**config.mk**
```make
export PLATFORM = sky130hd
export DESIGN_NAME = ecc_err_status
export DESIGN_NICKNAME = d
export VERILOG_FILES = /design/src/rtl/ecc_stat_pkg.sv /design/src/rtl/ecc_sat_counter.sv /design/src/rtl/ecc_sticky_flags.sv /design/src/rtl/ecc_err_status.sv
export SDC_FILE = /design/constraint.sdc
export NUM_CORES = 1
export LEC_CHECK = 0
export BUFFER_PORTS_ARGS = -buffer_cell sky130_fd_sc_hd__buf_2
export CORE_MARGIN = 4
export CORE_UTILIZATION = 47
export CTS_CLUSTER_SIZE = 20
export DETAILED_ROUTE_END_ITERATION = 16
export PLACE_DENSITY = 0.92
export SLEW_MARGIN = 0
export SYNTH_ARGS = -nofsm -noshare
export SYNTH_HDL_FRONTEND = slang
export SYNTH_HIERARCHICAL = 1
export SYNTH_SLANG_ARGS = --single-unit
```
**constraint.sdc**
```tcl
create_clock -name clk -period 3.4 [get_ports clk]
set_input_delay 0 -clock clk [delete_from_list [all_inputs] [get_ports clk]]
set_output_delay 0 -clock clk [all_outputs]
set_load 0.03 [all_outputs]
```
**src/rtl/ecc_stat_pkg.sv**
```systemverilog
package ecc_stat_pkg;
  localparam int unsigned DATA_W   = 32;
  localparam int unsigned CNT_W    = 8;
  localparam int unsigned N_SRC    = 3;
  localparam int unsigned COR_LSB  = 0;
  localparam int unsigned UNC_LSB  = COR_LSB + CNT_W;
  localparam int unsigned ENA_BIT  = UNC_LSB + CNT_W;
  localparam int unsigned FLAG_LSB = 26;
  localparam int unsigned N_FLAG   = 2 * N_SRC;
  localparam int unsigned RSV_LSB  = ENA_BIT + 1;
  localparam int unsigned RSV_W    = FLAG_LSB - RSV_LSB;

  typedef enum logic [1:0] {SRC_PB = 2'd0, SRC_RXD = 2'd1, SRC_TXD = 2'd2} src_e;
endpackage

```
**src/rtl/ecc_sat_counter.sv**
```systemverilog
module ecc_sat_counter #(
  parameter int unsigned WIDTH = 8,
  parameter int unsigned NIN   = 3
) (
  input  logic             clk,
  input  logic             rst_n,
  input  logic             clr,
  input  logic [NIN-1:0]   inc,
  output logic [WIDTH-1:0] cnt
);
  localparam int unsigned SUM_W = WIDTH + $clog2(NIN + 1);
  localparam logic [SUM_W-1:0] MAXV = SUM_W'((1 << WIDTH) - 1);

  logic [SUM_W-1:0] n_inc;
  logic [SUM_W-1:0] sum;

  always_comb begin
    n_inc = '0;
    for (int i = 0; i < int'(NIN); i++) n_inc = n_inc + SUM_W'(inc[i]);
    sum = (clr ? '0 : SUM_W'(cnt)) + n_inc;
    if (sum > MAXV) sum = MAXV;
  end

  always_ff @(posedge clk or negedge rst_n) begin
    if (!rst_n) cnt <= '0;
    else        cnt <= sum[WIDTH-1:0];
  end

  AST_CNT_SAT: assert property (@(posedge clk) disable iff (!rst_n)
    (&cnt && !clr) |=> &cnt);
  AST_CNT_MONO: assert property (@(posedge clk) disable iff (!rst_n)
    !clr |=> cnt >= $past(cnt));
  AST_CNT_CLR: assert property (@(posedge clk) disable iff (!rst_n)
    (clr && inc == '0) |=> cnt == '0);
  AST_CNT_EVT_WINS: assert property (@(posedge clk) disable iff (!rst_n)
    (clr && inc != '0) |=> cnt == WIDTH'($countones($past(inc))));
endmodule

```
**src/rtl/ecc_sticky_flags.sv**
```systemverilog
module ecc_sticky_flags #(
  parameter int unsigned N = 6
) (
  input  logic         clk,
  input  logic         rst_n,
  input  logic         clr,
  input  logic [N-1:0] set,
  output logic [N-1:0] flags
);
  for (genvar g = 0; g < int'(N); g++) begin : g_flag
    always_ff @(posedge clk or negedge rst_n) begin
      if (!rst_n)      flags[g] <= 1'b0;
      else if (set[g]) flags[g] <= 1'b1;
      else if (clr)    flags[g] <= 1'b0;
    end
  end

  AST_FLAG_STICKY: assert property (@(posedge clk) disable iff (!rst_n)
    !clr |=> (flags & $past(flags)) == $past(flags));
  AST_FLAG_SET: assert property (@(posedge clk) disable iff (!rst_n)
    set != '0 |=> (flags & $past(set)) == $past(set));
  AST_FLAG_CLR: assert property (@(posedge clk) disable iff (!rst_n)
    (clr && set == '0) |=> flags == '0);
endmodule

```
**src/rtl/ecc_err_status.sv**
```systemverilog
module ecc_err_status
  import ecc_stat_pkg::*;
(
  input  logic              clk,
  input  logic              rst_n,
  input  logic              rd_en,
  input  logic              wr_en,
  input  logic [DATA_W-1:0] wr_data,
  output logic [DATA_W-1:0] rd_data,
  input  logic              pb_cor_err,
  input  logic              pb_unc_err,
  input  logic              rxd_cor_err,
  input  logic              rxd_unc_err,
  input  logic              txd_cor_err,
  input  logic              txd_unc_err,
  output logic              ecc_en
);
  logic [N_SRC-1:0]  cor_raw, unc_raw, cor_g, unc_g;
  logic [N_FLAG-1:0] flag_set, flags;
  logic [CNT_W-1:0]  cor_cnt, unc_cnt;
  logic              en_q;

  always_comb begin
    cor_raw = '0;
    unc_raw = '0;
    cor_raw[SRC_PB]  = pb_cor_err;
    unc_raw[SRC_PB]  = pb_unc_err;
    cor_raw[SRC_RXD] = rxd_cor_err;
    unc_raw[SRC_RXD] = rxd_unc_err;
    cor_raw[SRC_TXD] = txd_cor_err;
    unc_raw[SRC_TXD] = txd_unc_err;
    cor_g = en_q ? cor_raw : '0;
    unc_g = en_q ? unc_raw : '0;
  end

  for (genvar s = 0; s < int'(N_SRC); s++) begin : g_map
    assign flag_set[2*s]   = cor_g[s];
    assign flag_set[2*s+1] = unc_g[s];
  end

  always_ff @(posedge clk or negedge rst_n) begin
    if (!rst_n)     en_q <= 1'b1;
    else if (wr_en) en_q <= wr_data[ENA_BIT];
  end

  ecc_sat_counter #(.WIDTH(CNT_W), .NIN(N_SRC)) u_cor_cnt (
    .clk(clk), .rst_n(rst_n), .clr(rd_en), .inc(cor_g), .cnt(cor_cnt));

  ecc_sat_counter #(.WIDTH(CNT_W), .NIN(N_SRC)) u_unc_cnt (
    .clk(clk), .rst_n(rst_n), .clr(rd_en), .inc(unc_g), .cnt(unc_cnt));

  ecc_sticky_flags #(.N(N_FLAG)) u_flags (
    .clk(clk), .rst_n(rst_n), .clr(rd_en), .set(flag_set), .flags(flags));

  always_comb begin
    rd_data = '0;
    rd_data[COR_LSB +: CNT_W]   = cor_cnt;
    rd_data[UNC_LSB +: CNT_W]   = unc_cnt;
    rd_data[ENA_BIT]            = en_q;
    rd_data[FLAG_LSB +: N_FLAG] = flags;
  end

  assign ecc_en = en_q;

  AST_EN_WRITE: assert property (@(posedge clk) disable iff (!rst_n)
    wr_en |=> ecc_en == $past(wr_data[ENA_BIT]));
  AST_EN_HOLD: assert property (@(posedge clk) disable iff (!rst_n)
    !wr_en |=> $stable(ecc_en));
  AST_DISABLED_QUIET: assert property (@(posedge clk) disable iff (!rst_n)
    (!ecc_en && !rd_en) |=> $stable(rd_data[DATA_W-1:FLAG_LSB])
                         && $stable(rd_data[ENA_BIT-1:0]));
  AST_WRITE_NO_SIDE: assert property (@(posedge clk) disable iff (!rst_n)
    (wr_en && !rd_en && !(|cor_raw) && !(|unc_raw)) |=>
      $stable(rd_data[DATA_W-1:FLAG_LSB]) && $stable(rd_data[ENA_BIT-1:0]));
endmodule

```
==> summary.md <==
The tools report the sequential area share after synthesis as 0.423. After layout, the design draws a total of 0.734 mW. The number of antenna diodes in the final layout is 0. Timing would allow up to 407 MHz. The total track usage came out at 0.153. Traced cell by cell, the critical path runs through and2_2 > fa_1 > ha_1 > fa_1 > nor2b_1 > a41o_2 > nor2_1. The number of warning messages in the yosys log was 6. The leakage power is 0.878 nW, and the critical path arrival is 2660 ps. The initialized floorplan defines 19 standard-cell rows.

Detailed routing inserted a total of 1,042 vias. The routed design could run at a clock period as short as 2460 ps. The total negative slack was 0 ps. The average detailed-routed wire length per instance came out at 14.0 um. CTS placed an instance of sky130_fd_sc_hd__clkbuf_4 at the clock tree root. Entering global routing, the biggest net connects 24 pins. The launching element type of the critical path is a flop.

Counting stages on the worst path, the most repeated cell is sky130_fd_sc_hd__fa_1. During placement, the flow inserted port buffers numbering 34. The insertion delay of the later-clocked pin in the worst-skew pair came out at 300 ps. The setup slack after layout was 941 ps. Summed over all layers, the global routing overflow is 0.

By area the synthesized netlist is led by sky130_fd_sc_hd__dfrtp_1, sky130_fd_sc_hd__buf_4, sky130_fd_sc_hd__fa_1. The TritonCTS sink count came out at 23. Destination of the worst hold path: u_flags/flags[4]. The largest stage delay on the critical path was 600 ps; the starting utilization of the core area was 0.495.

The post-DP HPWL came out at 2.03 mm. The cell area after synthesis is 1370 um^2, and the aggregate routed wire length is 2.68 mm. The share of Yosys cell area claimed by the top area cell type was 0.403.

Among cell families on the critical path, the largest total delay comes from adder cells. The detailed router finished its first iteration with 39 violations. The region available for standard cell placement spans 2760 um^2. Max-cap violations in this run came to 0.

The tools report the number of slew-limit violations in the final report as 0. The tools report the area of placed instances as 1490 um^2. The part of the cycle the worst path needs works out to 0.723. The setup slack on the worst flop-to-flop path was 940 ps.

The register bit total from synthesis is 23. The relative area change from synthesis to final layout is 13.4%, and the overall die width is 61.9 um. Setup repair after global routing left no endpoint under its margin. The run gives 212 as the post-layout net count. TritonCTS built the clock tree. The finished cells cover 1550 um^2. The clock passes through at most 2 buffers.

Counting instances, the worst hold path has a depth of 3. The tightest min-delay check is of the in2reg type. In this run the remaining antenna-violating nets after routing total 0.

Maximum vdd drop: 0.313 mV. The depth of the worst register-to-register path works out to 7. The flow ran to the end, and the final reports show no timing, DRC or antenna violations.

In this run, CTS created clock tree buffers numbering 3. The worst setup path is of the reg2reg kind. The logs give 0 for the count of endpoints failing hold in the final timing report and 30 for the count of cell types in the netlist. The fraction of final layout cells with drive strength greater than 1 was 0.335; the worst clock skew on the final layout was 1.00 ps. In this run the mean area of a mapped cell was 10.8 um^2. The count of cells in the finished layout, fillers not included, comes to 192. The worst register-to-register path ends at u_unc_cnt/cnt[7]. In this run the vertical extent of the chip is 61.9 um.

The relative slew slack is 0.663, and the floorplan die area is 3830 um^2. After detailed placement, the design holds a cell count of 185. The post-cts repair resize count is 0. At the pin with the least slew margin, the transition time is 505 ps. Buffering stage count on the worst path with inverters included: 0.

The pre-antenna-repair detailed-routing pass consisted of 4 iterations. Setup violations remaining at the end of the flow were counted as 0. The weighted congestion at the end of routability-driven global placement was 0.788; the residual DRC count was 0.

OpenSTA, run right after detailed placement, puts the worst setup slack at 977 ps. Fill cells in the final layout number 238. After clock tree synthesis, the clock-pin slew on the worst setup and hold paths is 120 ps. The logs give 0 for the number of antenna violations at the first check in global routing and 4.46 mm for the global-route wire length before repair. The number of levels in the clock H-tree was 1. In this run the most critical hold path is launched from txd_cor_err.

The endpoint required time on the critical path is 3600 ps, and the total power per unit cell area is 475 nW/um^2. The via count of the first global-routing pass was 1,053. After detailed routing, the number of vias per cell comes to 5.43.

Of all nets on the critical path, the largest fanout is 9. The tools report the number of cells produced by synthesis as 126. The I/O pin total is 75.

Leading area contributor after synthesis: sky130_fd_sc_hd__dfrtp_1. The critical-path cell with the highest stage delay was sky130_fd_sc_hd__dfstp_2. The startpoint identified for the worst register-to-register timing path is ecc_en. The category of the worst setup path capture point is a flop.
Yosys cell counts:
library cell,count
sky130_fd_sc_hd__and3b_1,2
sky130_fd_sc_hd__a31oi_1,4
sky130_fd_sc_hd__and4b_1,2
sky130_fd_sc_hd__nand3_2,2
sky130_fd_sc_hd__nand2b_1,4
sky130_fd_sc_hd__a21oi_1,6
sky130_fd_sc_hd__a41o_2,2
sky130_fd_sc_hd__inv_2,1
sky130_fd_sc_hd__o211ai_1,2
sky130_fd_sc_hd__nor3_1,2
sky130_fd_sc_hd__fa_1,4
sky130_fd_sc_hd__dfrtp_1,22
sky130_fd_sc_hd__or2b_1,2
sky130_fd_sc_hd__nor2_1,4
sky130_fd_sc_hd__nor2b_1,6
sky130_fd_sc_hd__mux2_4,1
sky130_fd_sc_hd__a21o_1,8
sky130_fd_sc_hd__ha_1,4
sky130_fd_sc_hd__nand4_1,8
sky130_fd_sc_hd__a211o_2,2
sky130_fd_sc_hd__dfstp_2,1
sky130_fd_sc_hd__and2_2,6
sky130_fd_sc_hd__conb_1,1
sky130_fd_sc_hd__a211o_1,2
sky130_fd_sc_hd__nand3_1,4
sky130_fd_sc_hd__buf_6,2
sky130_fd_sc_hd__inv_1,6
sky130_fd_sc_hd__and3_2,2
sky130_fd_sc_hd__mux2i_1,2
sky130_fd_sc_hd__buf_4,12
report_power, final:
part | internal [mW] | switching, mW
clock | 0.0457 | 0.0789
combinational | 0.0932 | 0.177
sequential | 0.312 | 0.0279
per-layer routing:
layer,global-route usage,wire (um)
met1,0.178,1110
met2,0.286,1420
met3,0.0207,134
met4,0.0515,27
met5,0,0
stage by stage:
stage / hold slack [ps] / utilization
floorplan: -296 / -
global placement: -7.01 / 0.541
detailed placement: 1.44 / 0.541
CTS: 9.83 / 0.561
global route: 17.9 / 0.561
finish: 18.0 / 0.561
cell type report:
cell class / count / area (um^2) / share of cell area
sequential: 23 / 577 / 0.373
clock buffer: 4 / 26.3 / 0.0170
timing repair buffer: 37 / 200 / 0.129
multi-input combinational: 90 / 679 / 0.439
inverter: 7 / 26.3 / 0.0170
tap: 31 / 38.8 / 0.0251
layout by cell type, fill, tap and decap left out, drive strengths merged:
master / synthesis / final
ha: 4 / 4
buf: 14 / 34
a211o: 4 / 4
and3b: 2 / 2
mux2i: 2 / 2
conb: 1 / 9
o211ai: 2 / 2
a31oi: 4 / 4
mux2: 1 / 1
nor2b: 6 / 6
a21oi: 6 / 6
or2b: 2 / 2
a21o: 8 / 8
dlygate4sd3: 0 / 3
nor3: 2 / 2
dfstp: 1 / 1
nor2: 4 / 4
fa: 4 / 4
nand4: 8 / 8
clkbuf: 0 / 4
nand3: 6 / 6
a41o: 2 / 2
and3: 2 / 2
nand2b: 4 / 4
dfrtp: 22 / 22
and2: 6 / 6
inv: 7 / 7
and4b: 2 / 2
worst reg2reg max path: cells and delay by family (launching register included):
kind	cells	cell delay [ps]
DFF	1	600
and+or+nand+nor	3	390
AOI/OAI and AO/OA	1	210
adders and majority gates	3	1160
how the worst max path moves through the flow:
stage,cells past startpoint,slack [ps],to,startpoint
floorplan,7,1010,u_cor_cnt/cnt[7],ecc_en
global placement,7,1060,u_cor_cnt/cnt[7],ecc_en
detailed placement,7,980,u_unc_cnt/cnt[7],ecc_en
CTS,7,940,u_unc_cnt/cnt[7],ecc_en
global route,7,820,u_unc_cnt/cnt[7],ecc_en
finish,7,940,u_unc_cnt/cnt[7],ecc_en
sequential cells by signal (all words and copies together), names as in the netlist:
name           count
ecc_en             1
u_flags/flags      6
u_cor_cnt/cnt      8
u_unc_cnt/cnt      8
timing repair:
action | 4_1_cts | 5_1_grt
hold buffers | 3 | 0
hold endpoints to repair | 23 | 0
buffers inserted | 0 | 0
cells by family after synthesis:
group,Yosys count,share of synthesized area
AOI/OAI and AO/OA,26,0.139
adders and majority gates,8,0.0953
buffers and inverters,21,0.102
DFF,23,0.423
muxes,3,0.0257
other,1,0.00275
and+or+nand+nor,44,0.213
(Power assumes the default switching activity.)
